**src/rtl/spi_eng_pkg.sv**
```systemverilog
package spi_eng_pkg;
  localparam int MAX_W  = 32;
  localparam int BITS_W = $clog2(MAX_W) + 1;

  typedef enum logic { ENG_IDLE = 1'b0, ENG_SHIFT = 1'b1 } eng_state_e;
  typedef enum logic { HALF_FIRST = 1'b0, HALF_SECOND = 1'b1 } half_e;

  // Word size code to bit count; the unused code falls back to bytes.
  function automatic logic [BITS_W-1:0] word_bits(input logic [1:0] code);
    case (code)
      2'd1:    return BITS_W'(16);
      2'd2:    return BITS_W'(32);
      default: return BITS_W'(8);
    endcase
  endfunction

  // Moves the low 'bits' bits of a word to the top of the shifter.
  function automatic logic [MAX_W-1:0] align_msb(input logic [MAX_W-1:0] d,
                                                 input logic [BITS_W-1:0] bits);
    return d << (BITS_W'(MAX_W) - bits);
  endfunction

  // Keeps the low 'bits' bits; a 32-bit shift of all ones yields zero.
  function automatic logic [MAX_W-1:0] keep_low(input logic [MAX_W-1:0] d,
                                                input logic [BITS_W-1:0] bits);
    return d & ~({MAX_W{1'b1}} << bits);
  endfunction
endpackage

```
**src/rtl/spi_eng_baud.sv**
```systemverilog
module spi_eng_baud #(
  parameter int DIV_W = 9
) (
  input  logic             clk_i,
  input  logic             rst_ni,
  input  logic             run_i,
  input  logic [DIV_W-1:0] div_i,
  output logic             tick_o
);
  logic [DIV_W-1:0] cnt_q;

  assign tick_o = run_i && (cnt_q == div_i);

  always_ff @(posedge clk_i) begin
    if (!rst_ni)               cnt_q <= '0;
    else if (!run_i || tick_o) cnt_q <= '0;
    else                       cnt_q <= cnt_q + 1'b1;
  end

  // a non-zero divisor never yields ticks on adjacent cycles
  p_tick_gap_r6: assert property (@(posedge clk_i) disable iff (!rst_ni)
    (tick_o && div_i != '0) |=> !tick_o)
    else $error("R6 baud ticks too close");

  // input assumption: divisor held while a word is shifting
  p_div_held_r6: assert property (@(posedge clk_i) disable iff (!rst_ni)
    (run_i && $past(run_i)) |-> $stable(div_i))
    else $error("R6 divisor changed mid word");
endmodule

```
**src/rtl/spi_eng_shifter.sv**
```systemverilog
module spi_eng_shifter
  import spi_eng_pkg::*;
(
  input  logic             clk_i,
  input  logic             rst_ni,
  input  logic             run_i,
  input  logic             tick_i,
  input  logic             late_sample_i,
  input  logic [1:0]       width_code_i,
  input  logic             tx_valid_i,
  input  logic [MAX_W-1:0] tx_data_i,
  input  logic             sdi_i,
  output logic             tx_pop_o,
  output logic             busy_o,
  output logic             second_half_o,
  output logic             sdo_o,
  output logic             rx_push_o,
  output logic [MAX_W-1:0] rx_data_o
);
  eng_state_e        st_q;
  half_e             half_q;
  logic [BITS_W-1:0] bits_q, left_q;
  logic [MAX_W-1:0]  tx_sr_q, rx_sr_q;

  logic              last_tick, sample_now;
  logic [MAX_W-1:0]  rx_next;
  logic [BITS_W-1:0] load_bits;

  assign busy_o        = (st_q == ENG_SHIFT);
  assign second_half_o = (half_q == HALF_SECOND);
  assign sdo_o         = tx_sr_q[MAX_W-1];
  assign load_bits     = word_bits(width_code_i);

  assign last_tick  = busy_o && tick_i && second_half_o && (left_q == '0);
  assign tx_pop_o   = run_i && tx_valid_i && (!busy_o || last_tick);
  assign sample_now = busy_o && tick_i && (second_half_o == late_sample_i);
  assign rx_next    = sample_now ? {rx_sr_q[MAX_W-2:0], sdi_i} : rx_sr_q;

  always_ff @(posedge clk_i) begin
    if (!rst_ni) begin
      st_q      <= ENG_IDLE;
      half_q    <= HALF_FIRST;
      bits_q    <= BITS_W'(8);
      left_q    <= '0;
      tx_sr_q   <= '0;
      rx_sr_q   <= '0;
      rx_push_o <= 1'b0;
      rx_data_o <= '0;
    end else begin
      rx_push_o <= 1'b0;
      if (!run_i) begin
        st_q   <= ENG_IDLE;
        half_q <= HALF_FIRST;
      end else begin
        if (busy_o && tick_i) begin
          rx_sr_q <= rx_next;
          if (!second_half_o) begin
            half_q <= HALF_SECOND;
          end else begin
            half_q <= HALF_FIRST;
            if (left_q == '0) begin
              rx_push_o <= 1'b1;
              rx_data_o <= keep_low(rx_next, bits_q);
              if (!tx_valid_i) st_q <= ENG_IDLE;
            end else begin
              left_q  <= left_q - 1'b1;
              tx_sr_q <= tx_sr_q << 1;
            end
          end
        end
        if (tx_pop_o) begin
          st_q    <= ENG_SHIFT;
          half_q  <= HALF_FIRST;
          bits_q  <= load_bits;
          left_q  <= load_bits - 1'b1;
          tx_sr_q <= align_msb(tx_data_i, load_bits);
          rx_sr_q <= '0;
        end
      end
    end
  end

  // every pop starts (or continues) a word
  p_pop_starts_word_r8: assert property (@(posedge clk_i) disable iff (!rst_ni)
    tx_pop_o |=> busy_o)
    else $error("R8 pop without shifting");

  // a received word only follows shifting
  p_push_after_shift_r8: assert property (@(posedge clk_i) disable iff (!rst_ni)
    rx_push_o |-> $past(busy_o))
    else $error("R8 push without a word");

  // output bit changes only on a baud tick
  p_sdo_held_r3: assert property (@(posedge clk_i) disable iff (!rst_ni)
    (busy_o && !tick_i) |=> $stable(sdo_o))
    else $error("R3 sdo moved between ticks");

  // each tick flips the half-period phase
  p_half_toggle_r6: assert property (@(posedge clk_i) disable iff (!rst_ni)
    (busy_o && run_i && tick_i) |=> (half_q != $past(half_q)) || !busy_o)
    else $error("R6 half phase did not advance");
endmodule

```
**src/rtl/spi_shift_engine.sv**
```systemverilog
module spi_shift_engine
  import spi_eng_pkg::*;
#(
  parameter int DIV_W = 9
) (
  input  logic             clk,
  input  logic             rst_n,
  input  logic             ctl_enable,
  input  logic             ctl_master,
  input  logic             ctl_idle_high,
  input  logic             ctl_late_edge,
  input  logic             ctl_late_sample,
  input  logic [1:0]       ctl_width,
  input  logic             ctl_auto_ss,
  input  logic [DIV_W-1:0] baud_div,
  input  logic             tx_valid,
  input  logic [MAX_W-1:0] tx_data,
  output logic             tx_pop,
  output logic             rx_push,
  output logic [MAX_W-1:0] rx_data,
  output logic             fifo_flush,
  output logic             sck,
  output logic             sdo,
  input  logic             sdi,
  output logic             ss_n,
  output logic             busy
);
  logic run, tick, second_half, clk_active;

  assign run        = ctl_enable && ctl_master;
  assign fifo_flush = !ctl_enable;

  spi_eng_baud #(.DIV_W(DIV_W)) u_baud (
    .clk_i  (clk),
    .rst_ni (rst_n),
    .run_i  (busy),
    .div_i  (baud_div),
    .tick_o (tick)
  );

  spi_eng_shifter u_shift (
    .clk_i         (clk),
    .rst_ni        (rst_n),
    .run_i         (run),
    .tick_i        (tick),
    .late_sample_i (ctl_late_sample),
    .width_code_i  (ctl_width),
    .tx_valid_i    (tx_valid),
    .tx_data_i     (tx_data),
    .sdi_i         (sdi),
    .tx_pop_o      (tx_pop),
    .busy_o        (busy),
    .second_half_o (second_half),
    .sdo_o         (sdo),
    .rx_push_o     (rx_push),
    .rx_data_o     (rx_data)
  );

  // Late edge: first half idle, second half active; otherwise the reverse.
  assign clk_active = busy && (second_half ? ctl_late_edge : !ctl_late_edge);
  assign sck        = ctl_idle_high ^ clk_active;
  assign ss_n       = !(ctl_auto_ss && run && (tx_valid || busy));

  // clearing the enable stops the engine and parks the clock
  p_stop_r10: assert property (@(posedge clk) disable iff (!rst_n)
    !ctl_enable |=> (!busy && sck == ctl_idle_high))
    else $error("R10 engine still running after disable");

  // nothing is popped without both enable and master
  p_gate_r9: assert property (@(posedge clk) disable iff (!rst_n)
    !ctl_master |=> !busy)
    else $error("R9 shifting without master select");
endmodule

```
**config.mk**
```make
export PLATFORM = sky130hd
export DESIGN_NAME = spi_shift_engine
export DESIGN_NICKNAME = d
export VERILOG_FILES = /design/src/rtl/spi_eng_pkg.sv /design/src/rtl/spi_eng_baud.sv /design/src/rtl/spi_eng_shifter.sv /design/src/rtl/spi_shift_engine.sv
export SDC_FILE = /design/constraint.sdc
export NUM_CORES = 1
export LEC_CHECK = 0
export CORE_ASPECT_RATIO = 0.8
export CORE_MARGIN = 4
export CORE_UTILIZATION = 58
export DETAILED_ROUTE_END_ITERATION = 10
export DONT_BUFFER_PORTS = 1
export PLACE_DENSITY = 0.77
export SYNTH_ARGS = -nofsm -noshare
export SYNTH_HDL_FRONTEND = slang
export SYNTH_SLANG_ARGS = --single-unit
```
**constraint.sdc**
```tcl
create_clock -name clk -period 5.2 [get_ports clk]
set_clock_uncertainty 0.05 [all_clocks]
set_input_delay 0.26 -clock clk [delete_from_list [all_inputs] [get_ports clk]]
set_output_delay 0.26 -clock clk [all_outputs]
set_load 0.02 [all_outputs]
```
==> metrics.cfg, run 1 <==
[cts]
cts_max_path_buffers=2
cts_setup_buffers=0
cts_tree=yes
cts.clk_slew.worst_paths_ns=0.06
cts.sinks=117
htreeDepth=4
cts_buffers=17
cts_resized=0
clk_latency_ns=0.41
root_buffer=clkbuf_16
hold_buffers=7

[synthesis]
synth_edf_count=0
ys_seq_area_share_pct=40.4
syn_avg_cell_area_um2=8.89
async_flop_share_pct=0
synth_nets=710
synth.distinct_cells=53
yosysWarnings=0
ys_ff_latch=117
synth_flop_cell=dfxtp_1
synthCells=652
synth_area_mm2=0.00580

[floorplan]
fp.coreArea_mm2=0.00969
io-pin-count=92
die_height_um=97.4
rows=32
dieArea_mm2=0.0117
chipWidth_um=120
initial_core_util_pct=59.9

[finish]
design_area_mm2=0.00644
drive_above_1_share_pct=9.32
final_nets=690
num_antenna_cells=0
final_common_cell=dfxtp_1
area_delta_synth_final_pct=11.1
final_cell_mix=dfxtp_1 (117), o21ai_0 (66), mux2i_1 (56)

[sta]
rsz0062_at_grt=no
period_needed_ns=3.05
worst_slew_pin_slew_ns=1.27
clock.fmax_mhz=328
setup_viol=0
setup_ws_ns=2.15
finalCritPeriodShare_pct=58.6
holdWs_ns=0.0175
hold_viol_final=0
relSlewSlack_pct=15.5
slew_viol_final=0
setup_tns_ns=0

[power_and_ir_drop]
leakage_nw=2.06
clkPwrFrac_pct=52.4
ir_drop_mv=0.376
pwr-share-comb_pct=6.4
p_per_area_mw_per_mm2=347
sw_frac_of_total_pct=22.7
switchingPower_mw=0.508
internal_power_mw=1.73
pwr-share-seq_pct=41.2

[global_routing]
gr-max-usage-layer=met2
grt_use_total_pct=24.8
overflow=0
grt_max_degree=65
grt_use_met2_pct=36.4
grtUsageMet1_pct=34.1
grt_pass1_vias=4713
grt_use_met3_pct=8.91
grt_pass1_wl_mm=24.0
antenna_found_initial=0

[worst_setup_path]
critPathSlowestCell=nand3_1
cp_cell_sequence=or2_2 -> nand3_1 -> a21oi_1
critPathLaunchType=register
path_class=register to register
end_kind=register
crit_fanout=39
critPathArrivalTime_ns=3.29
cp_top_family=simple AND/OR/NAND/NOR gates
crit_required_ns=5.44
cp.buffers_inverters=0
critical_path.max_stage_delay_ns=1.03

[placement]
place_ws_ns=2.24
place.gp.congestion=0.895
io_buffers=0
dp_hpwl_mm=9.41
placed_cell_area_mm2=0.00578

[detailed_routing]
drc_errors=0
drtIter0Drc=614
ant_nets=0
dr_total_vias=5070
viasPerCell=6.50
wire_per_inst_um=18.3
drt_pre_antenna_iters=5
wirelength_mm=14.3

[outcome]
status=complete, no violations

[job]
maxCapViolCount=0

[worst_hold_path]
hold_path.class=input port to register

==> cells in the mapped netlist, types with 10 or more instances <==
cell type	n	area [um2]
a21oi_1	49	245
buf_2	17	85.1
o21ai_0	66	330
nand3_1	45	225
clkbuf_1	29	109
mux2i_1	56	561
nand2_1	54	203
nor2_1	23	86.3
o2bb2ai_1	32	280
xnor2_1	10	87.6
a31oi_1	14	87.6
dfxtp_1	117	2340
inv_1	14	52.6
nand4_1	21	131
==> power by group through the flow <==
stage                     logic, mW  registers [mW]  clock network (mW)
after global routing          0.155           0.923                1.23
after detailed placement      0.135           0.940                   0
final                         0.143           0.922                1.17
after global placement        0.131           0.940                   0
after CTS                     0.141           0.922                1.19
after floorplan               0.114           0.937                   0
==> sequential cells by signal, indices dropped and copies added (netlist names) <==
| name | flops |
|---|---|
| u_shift.second_half_o | 1 |
| u_baud.cnt_q | 9 |
| u_shift.rx_data_o | 32 |
| u_shift.rx_push_o | 1 |
| u_shift.left_q | 6 |
| u_shift.busy_o | 1 |
| u_shift.rx_sr_q | 32 |
| u_shift.tx_sr_q | 32 |
| u_shift.bits_q | 3 |
==> final cells by class <==
| cell class | count | area (um2) |
|---|---|---|
| Sequential cell | 117 | 2340 |
| Clock buffer | 19 | 443 |
| Tap cell | 136 | 170 |
| Multi-Input combinational cell | 467 | 3150 |
| Clock inverter | 12 | 155 |
| Timing Repair Buffer | 15 | 130 |
| Fill cell | 768 | 3240 |
| Inverter | 14 | 52.6 |
==> metal layers <==
layer | vias to the layer above | part of all wire (%)
met1 | 2398 | 44
met2 | 241 | 44
met3 | 32 | 10
met4 | 0 | 1.8
li1 | 2399 | -
met5 | - | 0
==> stage by stage <==
step / total power [mW] / util, % / std cells
2_1_floorplan: 1.05 / - / 652
3_3_place_gp: 1.07 / 59.6 / 742
3_5_place_dp: 1.07 / 59.6 / 742
4_1_cts: 2.25 / 66.5 / 780
5_1_grt: 2.31 / 66.5 / 780
6_report: 2.24 / 66.5 / 780
==> path summary, 6_finish.rpt <==
path	start	to	slack, ns	depth (start not counted)
worst min-delay path	rst_n	u_shift.rx_push_o$_SDFF_PN0_	0.02	2
worst max register to register	u_shift.busy_o$_SDFFE_PN0P_	u_shift.rx_sr_q[13]$_SDFFE_PN0P_	2.15	3
worst min register to register	u_shift.tx_sr_q[6]$_SDFFE_PN0P_	u_shift.tx_sr_q[6]$_SDFFE_PN0P_	0.40	2
worst max-delay path	u_shift.busy_o$_SDFFE_PN0P_	u_shift.rx_sr_q[13]$_SDFFE_PN0P_	2.15	3
==> kinds of logic (layout without fill, tap and decap cells) <==
| kind of cell | count (synthesis) | after routing | share of synthesized area, % |
|---|---|---|---|
| compound gates | 211 | 211 | 23.9 |
| simple gates | 172 | 172 | 15.3 |
| flops | 117 | 117 | 40.4 |
| buf+inv | 68 | 60 | 5.48 |
| mux | 56 | 56 | 9.67 |
| xor+xnor | 23 | 23 | 4.12 |
| fa+ha+maj | 5 | 5 | 1.08 |
==> worst register-to-register path, stage by stage (launching register included) <==
cell and delay (ns):
dfxtp_1 0.65, or2_2 0.69, nand3_1 1.06, a21oi_1 0.49
Power figures use the tool's default switching activity.
==> run 2, diff against run 1 <==
clock period = 2.9 ns   (was 5.2 ns; I/O delays follow)
==> metrics.cfg, run 2 (synthesis gave the netlist of run 1 again) <==
[cts]
cts_setup_buffers=0  ; unchanged
cts.clk_slew.worst_paths_ns=0.06  ; about the same
cts_resized=0  ; unchanged
htreeDepth=4  ; unchanged
clk_latency_ns=0.41  ; about the same
cts_buffers=17  ; unchanged
cts_tree=yes  ; unchanged
cts_max_path_buffers=2  ; unchanged
cts.sinks=117  ; unchanged
root_buffer=clkbuf_16  ; unchanged
hold_buffers=14  ; was 7

[worst_setup_path]
path_class=register to primary output  ; was register to register
end_kind=primary output  ; was register
crit_fanout=12  ; was 39
reg2reg_from=u_baud.cnt_q[0]$_SDFF_PP0_  ; was u_shift.busy_o$_SDFFE_PN0P_
crit_required_ns=2.71  ; was 5.44 ns
r2r_cells=9  ; was 3
critPathLaunchType=register  ; unchanged
critPathArrivalTime_ns=2.47  ; was 3.29 ns
timing.rr.end=u_shift.left_q[4]$_SDFFE_PN0P_  ; was u_shift.rx_sr_q[13]$_SDFFE_PN0P_
r2r_slack_ns=0.34  ; was 2.15 ns

[global_routing]
grt_pass1_vias=4727  ; was 4713
antenna_found_initial=0  ; unchanged
grt_pass1_wl_mm=23.6  ; was 24.0 mm
grt_max_degree=65  ; unchanged
grt_use_total_pct=24.8  ; about the same
overflow=0  ; unchanged

[finish]
final_cells=797  ; was 780
utilization_pct=68.4  ; was 66.5%
drive_above_1_share_pct=10.7  ; was 9.32%
final_cell_mix=dfxtp_1 (117), o21ai_0 (66), mux2i_1 (56)  ; unchanged
n_fill_cell=772  ; was 768
area_delta_synth_final_pct=14.3  ; was 11.1%
largestRegisters=u_shift.rx_data_o: 32 flops, u_shift.rx_sr_q: 32 flops, u_shift.tx_sr_q: 32 flops  ; unchanged
num_antenna_cells=0  ; unchanged
multi_input_area_mm2=0.00315  ; unchanged
final_common_cell=dfxtp_1  ; unchanged
register_area_mm2=0.00234  ; unchanged
final_nets=706  ; was 690

[sta]
hold_viol_final=0  ; unchanged
clock.fmax_mhz=375
setup_tns_ns=0  ; unchanged
worst_slew_pin_slew_ns=1.01  ; was 1.27 ns
rsz0062_at_grt=no  ; unchanged
period_needed_ns=2.67
finalCritPeriodShare_pct=91.9
setup_viol=0  ; unchanged
slew_viol_final=0  ; unchanged
relSlewSlack_pct=32.3  ; was 15.5%

[placement]
placed_cells=751  ; was 742
io_buffers=0  ; unchanged
place.gp.congestion=0.870  ; was 0.895
dp_hpwl_mm=9.51  ; was 9.41 mm

[worst_hold_path]
min_from=rst_n  ; unchanged
hold_path.class=input port to register  ; unchanged
hold_depth=3  ; was 2
min_to=u_shift.left_q[2]$_SDFFE_PN0P_  ; was u_shift.rx_push_o$_SDFF_PN0_

[floorplan]
die_height_um=97.4  ; unchanged
dieArea_mm2=0.0117  ; unchanged
rows=32  ; unchanged
fp.coreArea_mm2=0.00969  ; unchanged
chipWidth_um=120  ; unchanged
initial_core_util_pct=59.9  ; unchanged
io-pin-count=92  ; unchanged

[job]
maxCapViolCount=0  ; unchanged

[power_and_ir_drop]
p_per_area_mw_per_mm2=624  ; was 347 mW/mm2
total_power_mw=4.14  ; was 2.24 mW
leakage_nw=2.16  ; was 2.06 nW
ir_drop_mv=0.467  ; was 0.376 mV

[detailed_routing]
drtIter0Drc=605  ; was 614
dr_total_vias=5176  ; was 5070
ant_nets=0  ; unchanged
drc_errors=0  ; unchanged
drt_pre_antenna_iters=6  ; was 5
viasPerCell=6.49  ; was 6.50
wirelength_mm=14.7  ; was 14.3 mm
wire_per_inst_um=18.4  ; was 18.3 um

[outcome]
status=complete, no violations  ; unchanged

==> run 2: worst max-delay path by stage <==
| stage | from | endpoint | depth (start not counted) |
|---|---|---|---|
| final | u_baud.cnt_q[0]$_SDFF_PP0_ | tx_pop | 7 |
| after global routing | u_shift.left_q[0]$_SDFFE_PN0P_ | tx_pop | 7 |
| after CTS | u_shift.left_q[0]$_SDFFE_PN0P_ | tx_pop | 7 |
| after detailed placement | u_baud.cnt_q[0]$_SDFF_PP0_ | u_shift.left_q[4]$_SDFFE_PN0P_ | 9 |
| after global placement | u_baud.cnt_q[0]$_SDFF_PP0_ | u_shift.left_q[4]$_SDFFE_PN0P_ | 9 |
| after floorplan | u_baud.cnt_q[0]$_SDFF_PP0_ | u_shift.left_q[4]$_SDFFE_PN0P_ | 10 |
==> run 2: layer usage <==
metal	GRT usage (%)	vias up	part of all wire [%]
met5	0	-	0
met4	8.80	0	2.0
met3	8.56	34	8.8
met2	37.2	239	45
met1	33.2	2473	44
li1	-	2430	-
==> run 2: final cells by class <==
| cell class | instances | share of cell area [%] |
|---|---|---|
| Inverter | 14 | 0.793 |
| Clock buffer | 17 | 6.42 |
| Sequential cell | 117 | 35.3 |
| Clock inverter | 15 | 3.08 |
| Tap cell | 136 | 2.57 |
| Timing Repair Buffer | 31 | 4.23 |
| Multi-Input combinational cell | 467 | 47.6 |
==> run 2: worst max-delay path, stage by stage (launching register included) <==
cell     delay (ns)
dfxtp_1        0.46
xnor2_2        0.16
nand3_2        0.26
nor4_2         0.42
nor2_1         0.15
buf_4          0.22
inv_1          0.18
buf_4          0.19
==> run 2: metrics by stage <==
stage	setup slack [ns]	hold slack, ns	instance area (um2)
2_1_floorplan	0.352	0.223	5800
3_3_place_gp	0.550	0.174	5860
3_5_place_dp	0.432	0.181	5860
4_1_cts	0.263	0.00272	6630
5_1_grt	0.137	0.0409	6630
6_report	0.235	0.0167	6630
==> run 2: report_power, final <==
part	total, mW	switching (mW)	internal, mW
logic	0.274	0.164	0.111
clock network	2.21	0.769	1.44
registers	1.65	0.0195	1.63
==> run 3, diff against run 2 <==
RECOVER_POWER = 100   (was unset)
==> metrics.cfg, run 3 (synthesis gave the netlist of run 1 again) <==
[outcome]
status=complete, no violations  ; unchanged

[detailed_routing]
viasPerCell=6.50  ; was 6.49
drtIter0Drc=587  ; was 605
wirelength_mm=14.6  ; was 14.7 mm
drc_errors=0  ; unchanged
ant_nets=0  ; unchanged
dr_total_vias=5184  ; was 5176
wire_per_inst_um=18.4  ; about the same
drt_pre_antenna_iters=6  ; unchanged

[finish]
n_fill_cell=781  ; was 772
final_common_cell=dfxtp_1  ; unchanged
drive_above_1_share_pct=9.98  ; was 10.7%
final_nets=706  ; unchanged
largestRegisters=u_shift.rx_data_o: 32 flops, u_shift.rx_sr_q: 32 flops, u_shift.tx_sr_q: 32 flops  ; unchanged
area_delta_synth_final_pct=13.7  ; was 14.3%
final_cell_mix=dfxtp_1 (117), o21ai_0 (67), mux2i_1 (56)  ; was dfxtp_1 (117), o21ai_0 (66), mux2i_1 (56)
num_antenna_cells=0  ; unchanged

[worst_setup_path]
path_class=register to primary output  ; unchanged
crit_required_ns=2.71  ; about the same
cp_cell_sequence=clkbuf_1 -> nor2_1 -> buf_4 -> nor2_1 -> buf_4 -> inv_1 -> clkbuf_2  ; was xnor2_2 -> nand3_2 -> nor4_2 -> nor2_1 -> buf_4 -> inv_1 -> buf_4
crit_fanout=22  ; was 12
critPathSlowestCell=clkbuf_1  ; was dfxtp_1
end_kind=primary output  ; unchanged
critPathLaunchType=register  ; unchanged
critical_path.max_stage_delay_ns=0.56  ; was 0.46 ns
critPathArrivalTime_ns=2.54  ; was 2.47 ns

[global_routing]
overflow=0  ; unchanged
grt_pass1_wl_mm=23.6  ; unchanged
grt_pass1_vias=4727  ; unchanged
antenna_found_initial=0  ; unchanged
grt_use_total_pct=24.8  ; unchanged
grt_max_degree=65  ; unchanged

[sta]
worst_slew_pin_slew_ns=1.02  ; was 1.01 ns
setup_tns_ns=0  ; unchanged
setup_viol=0  ; unchanged
rsz0062_at_grt=no  ; unchanged
clock.fmax_mhz=366  ; was 375 MHz
relSlewSlack_pct=31.4  ; was 32.3%
slew_viol_final=0  ; unchanged
hold_viol_final=0  ; unchanged
finalCritPeriodShare_pct=94.2  ; was 91.9%
period_needed_ns=2.73  ; was 2.67 ns

[floorplan]
fp.coreArea_mm2=0.00969  ; unchanged
io-pin-count=92  ; unchanged
chipWidth_um=120  ; unchanged
rows=32  ; unchanged
dieArea_mm2=0.0117  ; unchanged
die_height_um=97.4  ; unchanged
initial_core_util_pct=59.9  ; unchanged

[cts]
cts.clk_slew.worst_paths_ns=0.06  ; about the same
cts_resized=0  ; unchanged
htreeDepth=4  ; unchanged
cts_setup_buffers=0  ; unchanged
cts.sinks=117  ; unchanged
cts_tree=yes  ; unchanged
root_buffer=clkbuf_16  ; unchanged
clk_latency_ns=0.41  ; about the same
cts_buffers=17  ; unchanged
cts_max_path_buffers=2  ; unchanged

[power_and_ir_drop]
leakage_nw=2.15  ; was 2.16 nW
p_per_area_mw_per_mm2=627  ; was 624 mW/mm2
total_power_mw=4.14  ; about the same
ir_drop_mv=0.467  ; about the same

[placement]
io_buffers=0  ; unchanged
dp_hpwl_mm=9.51  ; unchanged
place.gp.congestion=0.870  ; unchanged

[worst_hold_path]
hold_path.class=input port to register  ; unchanged

[job]
maxCapViolCount=0  ; unchanged

run 3: cell types whose count changed in the layout (fill, tap and decap cells not counted), moves of 2 or more:
| cell | before | now |
|---|---|---|
| buf_4 | 16 | 13 |
| a311oi_2 | 6 | 3 |
| clkbuf_2 | 0 | 2 |
| a311oi_1 | 4 | 7 |
run 3: final timing paths:
path | end | slack (ns) | from | depth (start not counted)
worst max-delay path | tx_pop | 0.17 | u_shift.busy_o$_SDFFE_PN0P_ | 7
worst min-delay path | u_shift.left_q[2]$_SDFFE_PN0P_ | 0.02 | rst_n | 3
worst max register to register | u_shift.left_q[2]$_SDFFE_PN0P_ | 0.20 | u_shift.left_q[0]$_SDFFE_PN0P_ | 6
worst min register to register | u_shift.tx_sr_q[5]$_SDFFE_PN0P_ | 0.40 | u_shift.tx_sr_q[5]$_SDFFE_PN0P_ | 2
run 3: worst max-delay path: cells and delay by family (launching register included):
family                 cells  cell delay [ns]
buffers and inverters      5             1.40
AND/OR/NAND/NOR            2             0.39
flip-flops                 1             0.33
run 3: power breakdown:
group	switching, mW	internal [mW]
clock	0.771	1.44
combinational	0.162	0.109
sequential	0.0193	1.63
total	0.952	3.18
run 3: through the flow:
| stage | cell area [um2] | setup slack [ns] | instances | hold slack (ns) | utilization [%] |
|---|---|---|---|---|---|
| 2_1_floorplan | 5800 | 0.352 | 652 | 0.223 | - |
| 3_3_place_gp | 5860 | 0.550 | 751 | 0.174 | 60.4 |
| 3_5_place_dp | 5860 | 0.432 | 751 | 0.181 | 60.4 |
| 4_1_cts | 6630 | 0.263 | 797 | 0.00272 | 68.4 |
| 5_1_grt | 6590 | 0.0914 | 797 | 0.0409 | 68.0 |
| 6_report | 6590 | 0.168 | 797 | 0.0245 | 68.0 |
run 3: area by class of cell:
type | count | area [um2] | area share, %
clock buffers | 17 | 425 | 6.45
clock inverters | 15 | 204 | 3.09
inverters | 14 | 52.6 | 0.797
multi-input cells | 467 | 3130 | 47.4
flip-flops and latches | 117 | 2340 | 35.5
well taps | 136 | 170 | 2.58
repair buffers | 31 | 272 | 4.12
run 3: routing by layer:
metal  up-vias  GRT usage [%]  part of all wire [%]
met4         0           8.80                   1.9
met3        31           8.56                   9.2
met1      2471           33.2                    44
met2       247           37.2                    45
li1       2435              -                     -
met5         -              0                     0
run 3: repair_timing:
action | CTS | global route
endpoints found under the setup margin | 0 | 0
hold buffers | 14 | 0
endpoints found under the hold margin | 20 | 0
